### src/rtl/dp_pkg.sv
package dp_pkg;
  typedef enum logic [1:0] {ALU_ADD = 2'd0, ALU_AND = 2'd1, ALU_NOT = 2'd2, ALU_PASS = 2'd3} alu_op_e;
  typedef enum logic [1:0] {PC_INC = 2'd0, PC_ADDR = 2'd1, PC_BUS = 2'd2} pc_sel_e;
  localparam int DRV_ALU  = 0;
  localparam int DRV_PC   = 1;
  localparam int DRV_MDR  = 2;
  localparam int DRV_MARX = 3;
  localparam int DRV_N    = 4;
endpackage

### src/rtl/dp_regfile.sv
module dp_regfile #(
  parameter int DW    = 16,
  parameter int DEPTH = 8,
  localparam int AW   = $clog2(DEPTH)
) (
  input  logic          clk,
  input  logic          we,
  input  logic [AW-1:0] wa,
  input  logic [DW-1:0] wd,
  input  logic [AW-1:0] ra1,
  input  logic [AW-1:0] ra2,
  output logic [DW-1:0] rd1,
  output logic [DW-1:0] rd2
);
  logic [DW-1:0] mem [DEPTH];

  always_ff @(posedge clk) begin
    if (we) mem[wa] <= wd;
  end

  assign rd1 = mem[ra1];
  assign rd2 = mem[ra2];
endmodule

### src/rtl/dp_alu.sv
module dp_alu #(
  parameter int DW = 16
) (
  input  logic [1:0]    op,
  input  logic [DW-1:0] a,
  input  logic [DW-1:0] b,
  output logic [DW-1:0] y
);
  import dp_pkg::*;
  always_comb begin
    unique case (alu_op_e'(op))
      ALU_ADD: y = a + b;
      ALU_AND: y = a & b;
      ALU_NOT: y = ~a;
      default: y = a;
    endcase
  end
endmodule

### src/rtl/dp_addr_gen.sv
module dp_addr_gen #(
  parameter int DW = 16
) (
  input  logic          base_sel,
  input  logic          off_sel,
  input  logic [DW-1:0] pc,
  input  logic [DW-1:0] rd1,
  input  logic [8:0]    ofs_field,
  output logic [DW-1:0] sum
);
  logic [DW-1:0] base, ofs;
  assign base = base_sel ? rd1 : pc;
  assign ofs  = off_sel ? {{(DW-9){ofs_field[8]}}, ofs_field[8:0]}
                        : {{(DW-6){ofs_field[5]}}, ofs_field[5:0]};
  assign sum  = base + ofs;
endmodule

### src/rtl/dp_core.sv
module dp_core #(
  parameter int DW = 16,
  parameter int REGS = 8,
  parameter logic [DW-1:0] RESET_PC = '0,
  localparam int AW = $clog2(REGS)
) (
  input  logic          clk,
  input  logic          rst,
  input  logic [3:0]    bus_drv,
  input  logic          ld_ir,
  input  logic          ld_pc,
  input  logic          ld_mar,
  input  logic          ld_mdr,
  input  logic          ld_reg,
  input  logic          ld_cc,
  input  logic [AW-1:0] sr1,
  input  logic [AW-1:0] sr2,
  input  logic [AW-1:0] dr,
  input  logic [1:0]    alu_op,
  input  logic          alu_b_imm,
  input  logic [1:0]    pc_sel,
  input  logic          mar_sel,
  input  logic          base_sel,
  input  logic          off_sel,
  input  logic          mdr_sel,
  input  logic [DW-1:0] mem_rdata,
  output logic [DW-1:0] mem_addr,
  output logic [DW-1:0] mem_wdata,
  output logic [DW-1:0] bus_out,
  output logic [DW-1:0] pc_out,
  output logic [DW-1:0] ir_out,
  output logic [2:0]    cc_nzp
);
  import dp_pkg::*;

  logic [DW-1:0] pc_q, ir_q, mar_q, mdr_q;
  logic [2:0]    cc_q;
  logic [DW-1:0] rd1, rd2, alu_b, alu_y, addr_sum, marx, pc_nxt, bus;
  logic [DW-1:0] src [DRV_N];
  logic [2:0]    cc_nxt;

  dp_regfile #(.DW(DW), .DEPTH(REGS)) u_rf (
    .clk(clk), .we(ld_reg), .wa(dr), .wd(bus),
    .ra1(sr1), .ra2(sr2), .rd1(rd1), .rd2(rd2)
  );

  assign alu_b = alu_b_imm ? {{(DW-5){ir_q[4]}}, ir_q[4:0]} : rd2;

  dp_alu #(.DW(DW)) u_alu (.op(alu_op), .a(rd1), .b(alu_b), .y(alu_y));

  dp_addr_gen #(.DW(DW)) u_agen (
    .base_sel(base_sel), .off_sel(off_sel), .pc(pc_q), .rd1(rd1),
    .ofs_field(ir_q[8:0]), .sum(addr_sum)
  );

  assign marx = mar_sel ? addr_sum : {{(DW-8){1'b0}}, ir_q[7:0]};

  // one-hot bus driver mux
  assign src[DRV_ALU]  = alu_y;
  assign src[DRV_PC]   = pc_q;
  assign src[DRV_MDR]  = mdr_q;
  assign src[DRV_MARX] = marx;

  always_comb begin
    bus = '0;
    for (int i = 0; i < DRV_N; i++) begin
      if (bus_drv[i]) bus = bus | src[i];
    end
  end

  always_comb begin
    unique case (pc_sel_e'(pc_sel))
      PC_INC:  pc_nxt = pc_q + 1'b1;
      PC_ADDR: pc_nxt = addr_sum;
      default: pc_nxt = bus;
    endcase
  end

  // flag generation from the bus value
  always_comb begin
    if (bus[DW-1])      cc_nxt = 3'b100;
    else if (bus == '0) cc_nxt = 3'b010;
    else                cc_nxt = 3'b001;
  end

  always_ff @(posedge clk) begin
    if (rst) begin
      pc_q  <= RESET_PC;
      ir_q  <= '0;
      mar_q <= '0;
      mdr_q <= '0;
      cc_q  <= 3'b010;
    end else begin
      if (ld_pc)  pc_q  <= pc_nxt;
      if (ld_ir)  ir_q  <= bus;
      if (ld_mar) mar_q <= marx;
      if (ld_mdr) mdr_q <= mdr_sel ? mem_rdata : bus;
      if (ld_cc)  cc_q  <= cc_nxt;
    end
  end

  assign mem_addr  = mar_q;
  assign mem_wdata = mdr_q;
  assign bus_out   = bus;
  assign pc_out    = pc_q;
  assign ir_out    = ir_q;
  assign cc_nzp    = cc_q;
endmodule

### config.mk
export PLATFORM = sky130hd
export DESIGN_NAME = dp_core
export DESIGN_NICKNAME = d
export VERILOG_FILES = /design/src/rtl/dp_pkg.sv /design/src/rtl/dp_regfile.sv /design/src/rtl/dp_alu.sv /design/src/rtl/dp_addr_gen.sv /design/src/rtl/dp_core.sv
export SDC_FILE = /design/constraint.sdc
export NUM_CORES = 1
export LEC_CHECK = 0
export CAP_MARGIN = 20
export CORE_MARGIN = 3
export CORE_UTILIZATION = 45
export DETAILED_ROUTE_END_ITERATION = 10
export PLACE_DENSITY = 0.68
export SETUP_SLACK_MARGIN = 0.4
export SYNTH_ARGS = -nofsm -noshare
export SYNTH_HDL_FRONTEND = slang
export SYNTH_SLANG_ARGS = --single-unit
### constraint.sdc
create_clock -name clk -period 7 [get_ports clk]
set_input_delay 1.4 -clock clk [delete_from_list [all_inputs] [get_ports clk]]
set_output_delay 1.4 -clock clk [all_outputs]
set_load 0.02 [all_outputs]
---- After elaboration in Yosys (flattened, before gate mapping) ----
Memory sizes are Yosys's and may differ from the RTL's.
Cells that the tools add are included.
word-level totals
  flip-flop bits (word level) ............. 67
  memory bits (writable) .................. 128
  memories kept ........................... 1
cells by class
  $add $sub $neg .......................... 3
  equality and inequality tests ........... 3
  mux-type cells .......................... 15
  bitwise operators ....................... 5
  reduce and logical (&&, ||, !) cells .... 3
memories
  name      words  bits a word  read ports  clocked after memory_dff  wr ports  RTL line          source
  u_rf.mem  8      16           2           0                         1         dp_regfile.sv:15  logic [DW-1:0] mem [DEPTH];
operators with widths
  kind                                                             number
  16-bit 2-to-1 mux                                                9
  16-bit OR                                                        3
  16-bit one-hot mux with 3 select lines                           1
  16-bit adder                                                     2
  16-bit one-hot mux with 2 select lines                           1
  16-bit by 1-bit adder with 16-bit output, second input constant  1
  16-bit bitwise AND                                               1
  16-bit logical NOT                                               1
  16-bit NOT                                                       1
  2-bit by 1-bit == test with 1-bit output, second input constant  2
  2-bit logical NOT                                                2
  3-bit 2-to-1 mux                                                 1
  2-bit == test, second input constant                             1
  1-bit 2-to-1 mux                                                 2
  2-bit 2-to-1 mux                                                 1

---- Logic depth before layout (Yosys ltp) ----
Gate-level depths: netlist of the first run.
An unclocked memory read counts as a cell.
  depth in word-level cells ............... 14
  gate-level depth with buffers ........... 18
  gate-level depth less buffers ........... 15

---- By module ----
A second synthesis of the first run with hierarchy kept.
second synthesis, totals
  cells, all modules ...................... 1041
  area, all modules ....................... 12085.3 um^2
modules (own cells, without submodules)
  module       times used  cells an instance  area an instance (um^2)
  dp_regfile   1           255                6044.5
  dp_core      1           474                3732.3
  dp_alu       1           173                1270.0
  dp_addr_gen  1           139                1038.5

---- Worst setup path before layout of the first run ----
OpenSTA, ideal clock, no wires.
  path type ............................... in2out
  start point ............................. input port sr2[0]
  end point ............................... output port bus_out[7]
  arrival time ............................ 5.571 ns
  data required time ...................... 5.600 ns
  slack ................................... 0.029 ns
  stages on the path ...................... 12
  path buffers ............................ 3
  path through ............................ buf_6 > clkbuf_1 > buf_1 > mux4_2 > mux2i_1 > a21oi_1 > ha_1 > nand2_1 > nor2_1 > and3_1 > a221o_1 > o311ai_1
on the way
  word-level cells in the longest chain between the ends .. 11
  elaborated cells on any way between the ends .. 12
  those cells by class .................... add/sub (1); mux (6); bitwise (4); memory (1)
RTL lines
  item                                                       RTL line                    source
  from (decl)                                                dp_core.sv:17               input logic [AW-1:0] sr2,
  memory 8 x 16 bit (*)                                      n/a
  16-bit 2-to-1 mux (*)                                      dp_core.sv:47               assign alu_b = alu_b_imm ? {{(DW-5){ir_q[4]}}, ir_q[4:0]} : rd2;
  16-bit adder / 16-bit bitwise AND (equally long branches)  dp_alu.sv:12, dp_alu.sv:13
  16-bit one-hot mux with 3 select lines (*)                 dp_alu.sv:11                unique case (alu_op_e'(op))
  16-bit 2-to-1 mux (*)                                      dp_core.sv:67               if (bus_drv[i]) bus = bus | src[i];
  16-bit OR                                                  dp_core.sv:67
  16-bit 2-to-1 mux (*)                                      dp_core.sv:67
  16-bit OR                                                  dp_core.sv:67
  16-bit 2-to-1 mux (*)                                      dp_core.sv:67
  16-bit OR                                                  dp_core.sv:67
  16-bit 2-to-1 mux (*)                                      dp_core.sv:67
  to (decl)                                                  dp_core.sv:29               output logic [DW-1:0] bus_out,
Every way passes the cells marked *; elsewhere a longest branch is shown, timed or not.

---- Worst setup path after layout of the first run ----
  start point ............................. input port sr1[2]
  end point ............................... output port bus_out[14]
on the way
  word-level cells in the longest chain between the ends .. 10
  elaborated cells on any way between the ends .. 15
  those cells by class .................... add/sub (2); mux (7); bitwise (5); memory (1)
RTL lines
  item                                    RTL line       source
  from (decl)                             dp_core.sv:16  input logic [AW-1:0] sr1,
  memory 8 x 16 bit (*)                   n/a
  16-bit adder (tied with other cells)    dp_alu.sv:12   ALU_ADD: y = a + b;
  16-bit one-hot mux with 3 select lines  dp_alu.sv:11
  16-bit 2-to-1 mux                       dp_core.sv:67
  16-bit OR                               dp_core.sv:67
  16-bit 2-to-1 mux                       dp_core.sv:67
  16-bit OR                               dp_core.sv:67
  16-bit 2-to-1 mux                       dp_core.sv:67
  16-bit OR                               dp_core.sv:67
  16-bit 2-to-1 mux (*)                   dp_core.sv:67
Marked as above.

==> results.cfg, run 1 <==
[outcome]
status = complete, no violations

[critical_path]
critPathKind = in2out
timing.rr.start = u_rf.mem[7][0]
cp.required_ps = 5600
r2r_slack_ps = 2360
cp-start-kind = input port
cp-end-kind = primary output
critical_path.max_fanout = 12
critPathArrivalTime_ps = 5070
regToRegEndpoint = cc_nzp[0]
reg2regPathDepth = 18

[sta]
rsz0062_at_grt = true
max_slew_margin_pct = 24.0
finalHoldViolations = 0
min_period_ps = 6470
max_freq_mhz = 154
worstMarginPinSlew_ps = 1140
period_share_pct = 92.5
finalSetupViolations = 0
slew_viol_final = 0
finalClockSkew_ps = 15.4
fin_tns_setup_ps = 0
whs_ps = 471

[placed_design]
portBuffers = 128
dp_hpwl_mm = 29.1
gp_congestion = 0.951
dp.cells = 1632

[route]
first_iter_violations = 1180
finalWirelength_mm = 39.3
vias_per_cell = 6.14
drcViolationCount = 0
first_pass_iters = 5
num_vias = 10256
ant_nets = 0
post_drt_wl_per_cell_um = 23.6

[clock_tree]
clock_path_buffers = 2
clockRootBuffer = clkbuf_16
numCtsBuffers = 17
hold_buffers = 0
cts_tree = built
clock_sinks = 195
path_clk_slew_ps = 80
h-tree-depth = 4
clk-insertion-delay-late_ps = 440

[yosys]
synth-seq-cells = 195
seq_area_frac_synth_pct = 43.4
syn_area_um2 = 11900
yosys_warnings = 0
synth_ff_type = edfxtp_1
yosys.cell_types.count = 78
avgSynthCellArea_um2 = 10.9
synth_fp_nets = 1174
synth-async-reset-ratio_pct = 0
synth_cells = 1095
synth_top_area_cell = edfxtp_1
synth-edff-count = 128
netlist_top_cells_area = edfxtp_1 (32%), mux4_2 (12%), dfxtp_1 (11%)
synth.top_cell.area_share_pct = 32.2

[global_route]
first_global_vias = 10003
grt_max_degree = 69
antenna_found_initial = 2
grt_overflow = 0
grt_pass1_wl_mm = 59.0
grt_usage_pct = 27.2

[layout]
fin_util_pct = 58.7
final_layout_size_suffix_gt1_share_pct = 22.9
fillCellCount = 2209
finalNonFillerCells = 1669
final_net_count = 1400
syn2layout_area_growth_pct = 28.0
antenna_cells = 0

[power_and_ir_drop]
leakage_nw = 5.95
swShare_pct = 35.3
clkPwrFrac_pct = 27.0
pwr-share-comb_pct = 35.6
power_density_nw_per_um2 = 245
power_frac_seq_pct = 37.4
power.switching_mw = 1.33
internal_power_mw = 2.43
irDropWorstVdd_mv = 0.126

[min_path]
hp-start = mem_addr[15]
whs_endpoint = mem_addr[15]
hold_depth = 2
min_path_type = reg2reg

[floorplan]
row_count = 59
dieArea_um2 = 28500
fp.dieH_um = 169
start_util_pct = 45.8
ioPinCount = 129
dieWidth_um = 169
core_area_um2 = 26100

[run]
max_cap_violations = 0
==> layout by cell type, fill, tap and decap left out, types with 36 or more instances in the layout <==
cell type | netlist | routed
mux2i_1 | 65 | 65
mux4_2 | 64 | 64
nand2_1 | 63 | 62
buf_4 | 1 | 143
inv_1 | 37 | 36
nor2_1 | 126 | 125
edfxtp_1 | 128 | 128
dfxtp_1 | 67 | 67
clkdlybuf4s50_1 | 0 | 110
a21oi_1 | 82 | 78
==> sequential cells by signal, summed over array words and instances (netlist names) <==
register,count
mem_wdata,16
u_rf.mem,128
cc_nzp,3
ir_out,16
mem_addr,16
pc_out,16
==> worst max path at each step <==
stage,end,slack [ps],start
floorplan,bus_out[15],420,sr2[0]
global placement,bus_out[14],-120,sr1[2]
detailed placement,bus_out[14],-140,sr1[2]
CTS,bus_out[15],340,sr1[2]
global route,bus_out[9],370,sr1[2]
finish,bus_out[14],530,sr1[2]
==> per-stage QoR <==
step / area [um2] / power (mW) / setup slack, ps
after CTS: 15200 / 3.74 / 335
after global placement: 14500 / 2.71 / -122
final: 15300 / 3.75 / 526
after detailed placement: 14500 / 2.72 / -139
after global routing: 15300 / 3.92 / 370
after floorplan: 12000 / 2.13 / 424
==> final cells by class <==
type | instances | area [um2] | share of cell area (%)
inverter | 39 | 149 | 0.973
clock inverter | 15 | 196 | 1.28
clock buffer | 17 | 425 | 2.78
timing repair buffer | 279 | 2460 | 16.1
tap | 335 | 419 | 2.74
sequential | 195 | 5180 | 33.9
multi-input combinational | 789 | 6460 | 42.2
==> power groups by stage <==
stage | sequential (mW) | clock [mW] | combinational (mW)
floorplan | 1.45 | 0 | 0.673
global placement | 1.43 | 0 | 1.28
detailed placement | 1.43 | 0 | 1.29
CTS | 1.40 | 1.04 | 1.30
global route | 1.41 | 1.08 | 1.43
finish | 1.40 | 1.02 | 1.34
==> Yosys cell counts (14+ instances only) <==
library cell  instances
dfxtp_1              67
mux4_2               64
nor2_1              126
nand2b_1             19
mux2i_1              65
a21oi_1              82
nor3_1               20
ha_1                 32
edfxtp_1            128
clkbuf_1             56
inv_1                37
a211oi_1             32
xnor2_1              36
nand3_1              14
a222oi_1             14
o21ai_0              33
o211ai_1             14
nand2_1              63
a21o_1               18
==> per-layer routing <==
metal  routed length, um  track usage [%]
met5                   0                0
met4                1020             7.93
met3                3210             4.18
met2               18500             43.8
met1               16600             38.4
==> logic make-up (layout without fill, tap and decap cells) <==
| family | after synthesis | in the layout | synth area share [%] |
|---|---|---|---|
| DFF | 195 | 195 | 43.4 |
| adders and majority gates | 33 | 33 | 3.52 |
| and+or+nand+nor | 296 | 296 | 11.5 |
| muxes | 142 | 142 | 18.9 |
| buffers and inverters | 111 | 350 | 3.67 |
| AOI/OAI and AO/OA | 273 | 273 | 15.8 |
| xor gates and xnor gates | 45 | 45 | 3.30 |
==> worst max-delay path, cell delays in order <==
cell and delay, ps:
clkdlybuf4s50_1 520, buf_4 150, buf_8 160, mux4_2 310, mux2i_1 160, buf_4 150
a21oi_1 70, ha_1 250, nor4_1 420, o21ai_2 160, a41oi_2 290, o211ai_1 150
o2bb2a_1 320, o2111a_1 280, inv_4 110, buf_4 150
==> what timing repair did <==
action | 4_1_cts | 5_1_grt
pin swaps | 2 | 5
setup endpoints to repair | 10 | 14
buffers inserted | 1 | 3
resized for setup | 31 | 37
Note: power is estimated with default switching activity, not from simulation.
==> run 2, diff against run 1 <==
CAP_MARGIN = default   (was 20)
==> results.cfg, run 2 (same netlist as run 1, synthesis figures left out) <==
[clock_tree]
numCtsBuffers = 17
clock_path_buffers = 2
path_clk_slew_ps = 80
h-tree-depth = 4
clk-insertion-delay-late_ps = 450
clock_sinks = 195
hold_buffers = 0
cts_tree = built
clockRootBuffer = clkbuf_16

[power_and_ir_drop]
power_mw = 3.75
power.switching_mw = 1.33
swShare_pct = 35.3
irDropWorstVdd_mv = 0.126
power_frac_seq_pct = 37.4
pwr-share-comb_pct = 35.6
internal_power_mw = 2.43
power_density_nw_per_um2 = 246
clkPwrFrac_pct = 27.0
leakage_nw = 5.94

[global_route]
antenna_found_initial = 2
grt_max_degree = 69
grt_pass1_wl_mm = 59.0
grt_usage_pct = 27.2
grt_overflow = 0
first_global_vias = 10003

[placed_design]
dp_hpwl_mm = 29.1
place_area_um2 = 14500
portBuffers = 128
pre_cts_ws_ps = -139
gp_congestion = 0.951

[layout]
multi_input_area_um2 = 6460
postLayoutCellArea_um2 = 15300
antenna_cells = 0
seq_area_um2 = 5180
syn2layout_area_growth_pct = 27.8
layout_commonest_cell = buf_4
fillCellCount = 2211
largest_reg_flops = 128
fin_util_pct = 58.6
final_net_count = 1399
final_layout_size_suffix_gt1_share_pct = 22.9
final_cell_mix = buf_4 (143), edfxtp_1 (128), nor2_1 (125)
regMostFlops = u_rf.mem

[route]
vias_per_cell = 6.19
finalWirelength_mm = 39.3
first_pass_iters = 6
drcViolationCount = 0
post_drt_wl_per_cell_um = 23.6
first_iter_violations = 1197
num_vias = 10328
ant_nets = 0

[sta]
period_share_pct = 92.4
rsz0062_at_grt = true
max_slew_margin_pct = 18.6
finalClockSkew_ps = 15.9
fin_tns_setup_ps = 0
finalSetupViolations = 0
min_period_ps = 6470
slew_viol_final = 0
setup_ws_ps = 534
max_freq_mhz = 155
worstMarginPinSlew_ps = 1220
finalHoldViolations = 0

[floorplan]
start_util_pct = 45.8
row_count = 59
core_area_um2 = 26100
dieArea_um2 = 28500
dieWidth_um = 169
ioPinCount = 129
fp.dieH_um = 169

[critical_path]
crit_top_cell = buf_4
cp-end-kind = primary output
critPathMaxStageDelay_ps = 520
cp-start-kind = input port
critical_path.max_fanout = 12
critPathArrivalTime_ps = 5070
slowest_stage = clkdlybuf4s50_1
critPathKind = in2out
reg2regPathDepth = 18
cp.required_ps = 5600
crit_chain = clkdlybuf4s50_1 > buf_4 > buf_8 > mux4_2 > mux2i_1 > buf_4 > a21oi_1 > ha_1 > nor4_1 > o21ai_2 > a41oi_2 > o211ai_1 > o2bb2a_1 > o2111a_1 > inv_4 > buf_4

[min_path]
min_path_type = reg2reg
hold_depth = 2

[run]
max_cap_violations = 0

[outcome]
status = complete, no violations
-- run 2: cell count changes in the layout (fill, tap and decap cells not counted) --
cell,previous run,this run
buf_16,1,0
-- run 2: power by group through the flow --
stage	combinational, mW	sequential [mW]	clock [mW]
after floorplan	0.673	1.45	0
after global placement	1.28	1.43	0
after detailed placement	1.29	1.43	0
after CTS	1.30	1.40	1.04
after global routing	1.42	1.41	1.08
final	1.34	1.40	1.01
-- run 2: worst paths after layout --
kind | from | endpoint | slack (ps)
hold / removal | mem_addr[15] | mem_addr[15] | 470
setup reg to reg | u_rf.mem[7][0] | cc_nzp[0] | 2350
setup / recovery | sr1[2] | bus_out[14] | 530
hold reg to reg | mem_addr[15] | mem_addr[15] | 470
-- run 2: worst max-delay path, delay by kind of cell --
| kind | cells | cell delay (ps) |
|---|---|---|
| AOI/OAI and AO/OA | 6 | 1260 |
| adders and majority gates | 1 | 250 |
| buffers and inverters | 6 | 1230 |
| muxes | 2 | 470 |
| and+or+nand+nor | 1 | 410 |
-- run 2: final cells by class --
| type | count | share of cell area [%] |
|---|---|---|
| Clock buffer | 17 | 2.79 |
| Clock inverter | 15 | 1.29 |
| Inverter | 39 | 0.975 |
| Multi-Input combinational cell | 789 | 42.3 |
| Sequential cell | 195 | 34.0 |
| Tap cell | 335 | 2.75 |
| Timing Repair Buffer | 278 | 15.9 |
-- run 2: routing by layer --
metal	global-route usage [%]	part of all wire (%)	routed length (um)	vias to the layer above
met4	7.93	2.8	1080	0
met5	0	0	0	-
li1	-	-	-	4684
met2	43.8	47	18400	482
met3	4.18	7.8	3060	73
met1	38.4	43	16700	5089
-- run 2: timing repair --
action                     4_1_cts  5_1_grt
setup endpoints to repair       10       14
buffers inserted                 1        3
pin swaps                        2        5
resized for setup               31       37
-- run 2: through the flow --
stage	std cells	hold WS [ps]
2_1_floorplan	1095	541
3_3_place_gp	1632	455
3_5_place_dp	1632	463
4_1_cts	1665	475
5_1_grt	1668	489
6_report	1668	471
==> run 3, diff against run 2 <==
CAP_MARGIN = 20   (was default)
==> results of run 3 <==
Same layout as run 1: the final DEF is identical, and so are final timing and power.
